===== config.mk =====
export PLATFORM = sky130hd
export DESIGN_NAME = gpio_irq_ctrl
export DESIGN_NICKNAME = d
export VERILOG_FILES = /design/src/rtl/gpio_pkg.sv /design/src/rtl/gpio_sync.sv /design/src/rtl/gpio_detect.sv /design/src/rtl/gpio_irq_ctrl.sv
export SDC_FILE = /design/constraint.sdc
export NUM_CORES = 1
export LEC_CHECK = 0
export ABC_AREA = 1
export BUFFER_PORTS_ARGS = -buffer_cell sky130_fd_sc_hd__buf_2
export CELL_PAD_IN_SITES_DETAIL_PLACEMENT = 2
export CELL_PAD_IN_SITES_GLOBAL_PLACEMENT = 2
export CORE_MARGIN = 2
export CORE_UTILIZATION = 36
export CTS_BUF_LIST = sky130_fd_sc_hd__clkbuf_16
export DETAILED_ROUTE_END_ITERATION = 6
export HOLD_SLACK_MARGIN = 0.02
export PLACE_DENSITY_LB_ADDON = 0.1
export RECOVER_POWER = 50
export SLEW_MARGIN = 20
export SYNTH_ARGS = -nofsm -noshare
export SYNTH_HDL_FRONTEND = slang
export SYNTH_SLANG_ARGS = --single-unit

===== constraint.sdc =====
create_clock -name clk -period 2.7 [get_ports clk]
set_input_delay 0.675 -clock clk [delete_from_list [all_inputs] [get_ports clk]]
set_output_delay 0.675 -clock clk [all_outputs]
set_load 0.01 [all_outputs]

===== src/rtl/gpio_pkg.sv =====
package gpio_pkg;
    localparam int unsigned BUS_W  = 32;
    localparam int unsigned ADDR_W = 4;
    localparam int unsigned CODE_W = 3;
    localparam int unsigned NIB_W  = 4;
    localparam int unsigned PINS_PER_MODE_REG = BUS_W / NIB_W;

    typedef enum logic [ADDR_W-1:0] {
        A_DOUT    = 4'd0,
        A_DIN     = 4'd1,
        A_DIR     = 4'd2,
        A_MODE_LO = 4'd3,
        A_MODE_HI = 4'd4,
        A_EN      = 4'd5,
        A_MSET    = 4'd6,
        A_MCLR    = 4'd7,
        A_PEND    = 4'd8,
        A_PCLR    = 4'd9,
        A_SRST    = 4'd10
    } reg_addr_e;

    // Trigger codes: bit 2 selects either-edge, otherwise bits 1:0 select.
    localparam logic [1:0] TRIG_FALL = 2'b00;
    localparam logic [1:0] TRIG_RISE = 2'b01;
    localparam logic [1:0] TRIG_LOW  = 2'b10;
    localparam logic [1:0] TRIG_HIGH = 2'b11;
endpackage


===== src/rtl/gpio_sync.sv =====
module gpio_sync #(
    parameter int unsigned WIDTH = 12
) (
    input  logic             clk,
    input  logic             rst_n,
    input  logic [WIDTH-1:0] async_i,
    output logic [WIDTH-1:0] sync_o
);
    typedef struct packed {
        logic [WIDTH-1:0] meta;
        logic [WIDTH-1:0] stable;
    } sync_t;

    sync_t s_d, s_q;

    always_comb begin
        s_d        = s_q;
        s_d.meta   = async_i;
        s_d.stable = s_q.meta;
    end

    always_ff @(posedge clk or negedge rst_n) begin
        if (!rst_n) s_q <= '0;
        else        s_q <= s_d;
    end

    assign sync_o = s_q.stable;
endmodule


===== src/rtl/gpio_detect.sv =====
module gpio_detect
    import gpio_pkg::*;
#(
    parameter int unsigned NUM_PINS = 12
) (
    input  logic                       clk,
    input  logic                       rst_n,
    input  logic [NUM_PINS-1:0]        lvl_i,
    input  logic [NUM_PINS*CODE_W-1:0] code_i,
    output logic [NUM_PINS-1:0]        evt_o
);
    logic [NUM_PINS-1:0] prev_d, prev_q;

    always_comb prev_d = lvl_i;

    always_ff @(posedge clk or negedge rst_n) begin
        if (!rst_n) prev_q <= '0;
        else        prev_q <= prev_d;
    end

    for (genvar p = 0; p < NUM_PINS; p++) begin : g_pin
        logic [CODE_W-1:0] code;
        logic rise, fall;
        assign code = code_i[p*CODE_W +: CODE_W];
        assign rise = lvl_i[p] & ~prev_q[p];
        assign fall = ~lvl_i[p] & prev_q[p];
        always_comb begin
            if (code[2]) begin
                evt_o[p] = rise | fall;
            end else begin
                unique case (code[1:0])
                    TRIG_FALL: evt_o[p] = fall;
                    TRIG_RISE: evt_o[p] = rise;
                    TRIG_LOW:  evt_o[p] = ~lvl_i[p];
                    default:   evt_o[p] = lvl_i[p];
                endcase
            end
        end
    end
endmodule


===== src/rtl/gpio_irq_ctrl.sv =====
module gpio_irq_ctrl
    import gpio_pkg::*;
#(
    parameter int unsigned NUM_PINS = 12  // 1..16 (two mode registers)
) (
    input  logic                clk,
    input  logic                rst_n,
    input  logic                bus_we,
    input  logic [ADDR_W-1:0]   bus_addr,
    input  logic [BUS_W-1:0]    bus_wdata,
    output logic [BUS_W-1:0]    bus_rdata,
    input  logic [NUM_PINS-1:0] pin_in,
    output logic [NUM_PINS-1:0] pin_out,
    output logic [NUM_PINS-1:0] pin_oe,
    output logic                irq_out
);
    localparam int unsigned MODE_W = NUM_PINS * CODE_W;

    typedef struct packed {
        logic [NUM_PINS-1:0] dout;
        logic [NUM_PINS-1:0] dir;
        logic [NUM_PINS-1:0] en;
        logic [NUM_PINS-1:0] mask;
        logic [NUM_PINS-1:0] pend;
        logic [MODE_W-1:0]   mode;
        logic                armed;
    } ctrl_t;

    ctrl_t st_d, st_q;
    logic [NUM_PINS-1:0] lvl_s, evt, wbits;
    logic srst_fire;
    logic wdata_unused;

    assign wbits        = bus_wdata[NUM_PINS-1:0];
    assign wdata_unused = ^bus_wdata;

    gpio_sync #(.WIDTH(NUM_PINS)) u_sync (
        .clk(clk), .rst_n(rst_n), .async_i(pin_in), .sync_o(lvl_s)
    );

    gpio_detect #(.NUM_PINS(NUM_PINS)) u_detect (
        .clk(clk), .rst_n(rst_n), .lvl_i(lvl_s), .code_i(st_q.mode), .evt_o(evt)
    );

    always_comb begin
        st_d      = st_q;
        srst_fire = bus_we && (bus_addr == A_SRST) && !bus_wdata[0] && st_q.armed;
        if (bus_we) begin
            case (bus_addr)
                A_DOUT:    st_d.dout = wbits;
                A_DIR:     st_d.dir  = wbits;
                A_EN:      st_d.en   = wbits;
                A_MSET:    st_d.mask = st_q.mask | wbits;
                A_MCLR:    st_d.mask = st_q.mask & ~wbits;
                A_PCLR:    st_d.pend = st_q.pend & ~wbits;
                A_SRST:    st_d.armed = bus_wdata[0];
                A_MODE_LO, A_MODE_HI: begin
                    for (int i = 0; i < NUM_PINS; i++) begin
                        if ((i / PINS_PER_MODE_REG) == ((bus_addr == A_MODE_HI) ? 1 : 0))
                            st_d.mode[i*CODE_W +: CODE_W] =
                                bus_wdata[(i % PINS_PER_MODE_REG)*NIB_W +: CODE_W];
                    end
                end
                default: ;
            endcase
        end
        st_d.pend = st_d.pend | (evt & st_q.en);
        if (srst_fire) st_d = '0;
    end

    always_ff @(posedge clk or negedge rst_n) begin
        if (!rst_n) st_q <= '0;
        else        st_q <= st_d;
    end

    always_comb begin
        bus_rdata = '0;
        case (bus_addr)
            A_DOUT:         bus_rdata[NUM_PINS-1:0] = st_q.dout;
            A_DIN:          bus_rdata[NUM_PINS-1:0] = lvl_s;
            A_DIR:          bus_rdata[NUM_PINS-1:0] = st_q.dir;
            A_EN:           bus_rdata[NUM_PINS-1:0] = st_q.en;
            A_MSET, A_MCLR: bus_rdata[NUM_PINS-1:0] = st_q.mask;
            A_PEND:         bus_rdata[NUM_PINS-1:0] = st_q.pend;
            A_SRST:         bus_rdata[0] = st_q.armed;
            A_MODE_LO, A_MODE_HI: begin
                for (int i = 0; i < NUM_PINS; i++) begin
                    if ((i / PINS_PER_MODE_REG) == ((bus_addr == A_MODE_HI) ? 1 : 0))
                        bus_rdata[(i % PINS_PER_MODE_REG)*NIB_W +: CODE_W] =
                            st_q.mode[i*CODE_W +: CODE_W];
                end
            end
            default: ;
        endcase
    end

    assign pin_out = st_q.dout;
    assign pin_oe  = st_q.dir;
    assign irq_out = |(st_q.pend & st_q.en & ~st_q.mask);

    // a pending bit never rises on a pin that was disabled
    a_r8_disabled_stays_quiet: assert property (@(posedge clk) disable iff (!rst_n)
        (st_q.pend & ~$past(st_q.pend) & ~$past(st_q.en)) == '0);

    // bits written to the mask-set address are masked afterwards
    a_r9_mask_set_sticks: assert property (@(posedge clk) disable iff (!rst_n)
        $past(bus_we && bus_addr == A_MSET && !srst_fire) |->
        ((st_q.mask & $past(wbits)) == $past(wbits)));

    // cleared pending bits stay clear unless re-detected in that clock
    a_r11_clear_wins_without_event: assert property (@(posedge clk) disable iff (!rst_n)
        $past(bus_we && bus_addr == A_PCLR && !srst_fire) |->
        ((st_q.pend & $past(wbits & ~(evt & st_q.en))) == '0));

    // an armed 1-then-0 sequence leaves every control field at zero
    a_r12_soft_reset_defaults: assert property (@(posedge clk) disable iff (!rst_n)
        $past(srst_fire) |-> (st_q == '0));

    // the combined line is never high with nothing pending
    a_r10_irq_needs_pending: assert property (@(posedge clk) disable iff (!rst_n)
        irq_out |-> (st_q.pend != '0));
endmodule


# Word-level counts from Yosys, hierarchy flattened
# Index checks and enable logic that the tools add are counted.
# totals
reg_bits,133
inputBits,51
output_inout_bits,57
# op_classes
eq_ne,35
n_mux,70
n_bitwise,69
n_reduce_logical,37
# ops
op,count
2-to-1 mux 97 bit,2
2-to-1 mux 3 bit,29
AND 12 bit,5
2-to-1 mux 12 bit,4
one-hot mux 3 bit (7 select lines),2
2-to-1 mux 36 bit,1
one-hot mux 1 bit (3 select lines),12
zero test 32 bit,1
AND 1 bit,24
equality test 2 x 1 -> 1 bit (second input constant),12
equality test 2 bit (second input constant),12
zero test 2 bit,12
inverter 1 bit,24
inverter 12 bit,2
bitwise OR 12 bit,2
one-hot mux 12 bit (2 select lines),1
one-hot mux 1 bit (6 select lines),3
equality test 4 x 3 -> 1 bit (second input constant),4
nonzero test 2 bit,8
2-to-1 mux 1 bit,14
one-hot mux 2 bit (7 select lines),1
equality test 4 bit (second input constant),3
bitwise OR 1 bit,12
OR reduction 12 bit,1
other kinds (11),20

# Depth between registers and ports, before layout
# depth
word_depth,8
depth_mapped,9
ltp_nobuf,8

# Modules after synthesis
# A second synthesis with hierarchy kept.
# hier_totals
hier_cells,1026
area_unflattened_um2,7453.4
# modules_own_cells
mod,n_inst,cells_each,area_per_inst_um2,seq_area_each_um2
gpio_irq_ctrl,1,798,5546.6,2427.3
gpio_detect,1,204,1306.3,300.3
gpio_sync,1,24,600.6,600.6

# Least setup slack after synthesis
# No wires, ideal clock.
# synth_timing
path_kind,input -> output
start,in bus_addr[2]
end,out bus_rdata[13]
arrival_ps,1515
t_required_ps,2025
setup_slack_ps,510
path_stages,7
path_buffers,1
path_cell_list,inv_2 nor2_2 nand2_1 inv_1 buf_2 a21oi_1 a21oi_1
# synth_via
elab_chain_cells,6
word_cells_on_any_way,9
classes_between,eq/ne: 3; mux: 4; reduce/logical: 2
# synth_rtl
item,line_no,text
from (decl),gpio_irq_ctrl.sv:9,"input logic [ADDR_W-1:0] bus_addr,"
equality test 4 x 3 -> 1 bit,"gpio_irq_ctrl.sv:78, gpio_irq_ctrl.sv:88",
2-to-1 mux 1 bit,gpio_irq_ctrl.sv:88,if ((i / PINS_PER_MODE_REG) == ((bus_addr == A_MODE_HI) ? 1 : 0))
zero test 32 bit,gpio_irq_ctrl.sv:88,
2-to-1 mux 3 bit (2 in a row),gpio_irq_ctrl.sv:88,
2-to-1 mux 3 bit (*),gpio_irq_ctrl.sv:78,case (bus_addr)
to (decl),gpio_irq_ctrl.sv:11,"output logic [BUS_W-1:0] bus_rdata,"
# Mark *: on every way between the ends. The rest lies on a longest branch, timed or not.

# Worst setup path after layout
# layout_timing
start,in bus_addr[1]
end,out bus_rdata[2]
# layout_via
elab_chain_cells,6
word_cells_on_any_way,17
classes_between,eq/ne: 9; mux: 4; reduce/logical: 4
# layout_rtl
item,line_no
equality test 4 x 3 -> 1 bit,"gpio_irq_ctrl.sv:78, gpio_irq_ctrl.sv:88"
2-to-1 mux 1 bit,gpio_irq_ctrl.sv:88
zero test 32 bit,gpio_irq_ctrl.sv:88
2-to-1 mux 3 bit (2 in a row),gpio_irq_ctrl.sv:88
one-hot mux 2 bit (7 select lines) (*),gpio_irq_ctrl.sv:78
# Marked as above.

==> results_dict.tcl <==
set metrics [dict create \
    gr-usage-met3_pct 4.214 \
    synth_top_family_by_area "simple AND/OR/NAND/NOR gates" \
    overflow 0 \
    synthMuxAreaShare_pct 0 \
    grt_pass1_wl_mm 42.36 \
    io_pins 108 \
    row_count 51 \
    dr.pass1.iters 4 \
    post_drt_wl_per_cell_um 20.40 \
    cp.required_ns 2.03 \
    critical_path_arrival_ns 1.94 \
    clock_path_buffers 2 \
    syn_avg_cell_area_sq_um 7.605 \
    numClockSinks 133 \
    synth_xor_area_share_pct 0 \
    worst_ir_drop_vdd_uv 449.6 \
    synth_cell_types 22 \
    fin_crit_sh_pct 97.01 \
    hold_path.class "flop to flop" \
    hold_start "u_sync.s_d[7]$_DFF_PN0_" \
    antenna_found_initial 1 \
    synth_area_sq_mm 0.007164 \
    nets 1107 \
    multi_input_area_sq_mm 0.003014 \
    grt-busiest-layer "met2" \
    first_iter_violations 233 \
    power.total_mw 6.228 \
    cp_top_family "buffers and inverters" \
    seqCellArea_sq_mm 0.003328 \
    num_antenna_cells 0 \
    drc_errors 0 \
    grt_max_degree 72 \
    die_y_um 145.1 \
    fill_cells 2269 \
    die_area_sq_mm 0.02105 \
    cts_buffers 17 \
    syn2layout_area_growth_pct 19.02 \
    rrSetupSlack_ns 1.09 \
    ys_warn_count 0 \
    slew_violations 0 \
    slowest_stage "o21ai_0" \
    vias_per_cell 5.188 \
    path_max_fanout 11 \
    min_path_cells 0 \
    dieWidth_um 145.1 \
    root_buffer "clkbuf_16" \
    cts_setup_buffers 0 \
    gp_congestion 0.7961 \
    cts.hold.buffers_added 0 \
    synth_compound_gate_area_share_pct 11.40 \
    slew_headroom_pct 19.46 \
    crit_buf_inv 4 \
    r2r-end "st_q[49]$_DFFE_PN0P_" \
    fin_crit_ns 2.619 \
    critPathMaxStageDelay_ns 0.25 \
    path_clk_slew_ns 0.06 \
    finClkSkew_ns 0.006853 \
    grt_use_met2_pct 42.93 \
    initial_core_util_pct 36.69 \
    endpoint_kind "output pin" \
    reg2regPathDepth 5 \
    path_class "primary input to output pin" \
    clock_latency_ns 0.42 \
    hold_path_end "u_sync.sync_o[7]$_DFF_PN0_" \
    finalSetupTns_ns 0 \
    rsz0062_at_grt "false" \
    coreArea_sq_mm 0.01953 \
    grt.total_usage_pct 26.01 \
    synthAdderAreaFrac_pct 4.191 \
    total_leakage_power_nw 4.435 \
    power_density_mw_per_mm2 730.4 \
    synth-seq-cells 133 \
    postRouteAntennaNets 0 \
    maxCapViolCount 0 \
    setup_viol 0 \
    tightest_slew_ns 1.208 \
    place_hpwl_mm 19.40 \
    drive_above_1_share_pct 18.47 \
    path_cells "clkbuf_4 > nand2_1 > inv_2 > nand2_1 > buf_4 > o21ai_0 > o21ai_0 > nand3_1 > buf_2" \
    hold_viol 0 \
    fmax_ghz 0.3818 \
    status "complete, no violations" \
    yosys.area_share.simple_pct 26.00 \
    cp-start-kind "primary input" \
    r2r_start "st_q[0]$_DFFE_PN0P_" \
    vias 6796 \
    cts_tree "done" \
    grt_pass1_vias 7313 \
    io_buffer_count 97 \
    synthCells 942 \
    drt_wl_total_mm 26.72 \
    synth-seq-area-share_pct 46.45 \
    h-tree-depth 4 \
    gr-usage-met1_pct 35.16 \
]
[sequential cells by signal, summed over array words and instances (netlist names)]
name             cells
u_detect.prev_q     12
pin_oe              12
st_q                73
pin_out             12
u_sync.sync_o       12
u_sync.s_d          12
[through the flow]
stage          setup WS (ns)  hold WS, ns  instances  area (sq um)  util [%]
2_1_floorplan         0.5101       0.3312        946          7179         -
3_3_place_gp         0.08117       0.3339       1278          7966     40.80
3_5_place_dp         0.03506       0.3362       1278          7966     40.80
4_1_cts             0.001997       0.1790       1310          8546     43.77
5_1_grt             0.009381       0.3400       1310          8527     43.67
6_report             0.08062       0.3484       1310          8527     43.67
[cell usage in the layout, fill, tap and decap left out, types with 11 or more instances in the layout]
cell / instances
nor2_1: 43
or2_2: 11
ha_1: 24
dfrtp_1: 133
inv_1: 114
nand2_1: 227
a21oi_1: 31
o21ai_1: 55
buf_2: 94
clkbuf_16: 17
o21ai_0: 71
nand3_1: 130
buf_4: 29
[where the power goes]
| part | total (mW) | switching, mW | internal [mW] |
|---|---|---|---|
| logic | 1.29 | 0.826 | 0.463 |
| clock network | 2.33 | 0.965 | 1.36 |
| registers | 2.61 | 0.280 | 2.33 |
[layout make-up]
class	count	area share [%]
Clock buffer	17	4.989
Clock inverter	15	1.805
Inverter	122	5.400
Multi-Input combinational cell	625	35.35
Sequential cell	133	39.03
Tap cell	265	3.888
Timing Repair Buffer	133	9.538
[Yosys cell counts]
master | number | share of area, %
conb_1 | 1 | 0.052
or2_2 | 11 | 0.96
buf_4 | 32 | 3.4
o22ai_1 | 5 | 0.44
dfrtp_1 | 133 | 46
nand2_1 | 228 | 12
nand2_2 | 4 | 0.35
inv_1 | 115 | 6.0
nand3b_1 | 3 | 0.31
nor2_4 | 1 | 0.16
nand3_1 | 130 | 9.1
nand4_1 | 1 | 0.087
clkbuf_1 | 13 | 0.68
ha_1 | 24 | 4.2
o21ai_0 | 76 | 5.3
o21ai_1 | 50 | 3.5
inv_2 | 7 | 0.37
nor2_2 | 2 | 0.17
buf_2 | 21 | 1.5
nor3_1 | 6 | 0.42
nor2_1 | 48 | 2.5
a21oi_1 | 31 | 2.2
[cell families (layout without fill, tap and decap cells)]
group	count (synthesis)	after routing
buffers and inverters	188	287
and+or+nand+nor	434	434
AOI/OAI and AO/OA	162	162
other	1	5
adders and majority gates	24	24
DFF	133	133
[worst max path at each step]
| stage | to | cells past startpoint | start |
|---|---|---|---|
| after floorplan | bus_rdata[13] | 7 | bus_addr[2] |
| after global placement | bus_rdata[9] | 9 | bus_addr[3] |
| after detailed placement | bus_rdata[9] | 9 | bus_addr[3] |
| final | bus_rdata[2] | 9 | bus_addr[1] |
| after global routing | bus_rdata[6] | 10 | bus_addr[1] |
| after CTS | bus_rdata[9] | 9 | bus_addr[3] |
[per-layer routing]
metal / wire length, um / share of wire, %
met5: 0 / 0
met3: 1138 / 4.3
met4: 527 / 2.0
met1: 12200 / 46
met2: 12850 / 48
[what timing repair did]
item | CTS | global route
setup endpoints to repair | 1 | 9
hold endpoints to repair | 0 | 0
gates resized for setup | 1 | 13
No activity file was read; power rests on OpenSTA's default activity.
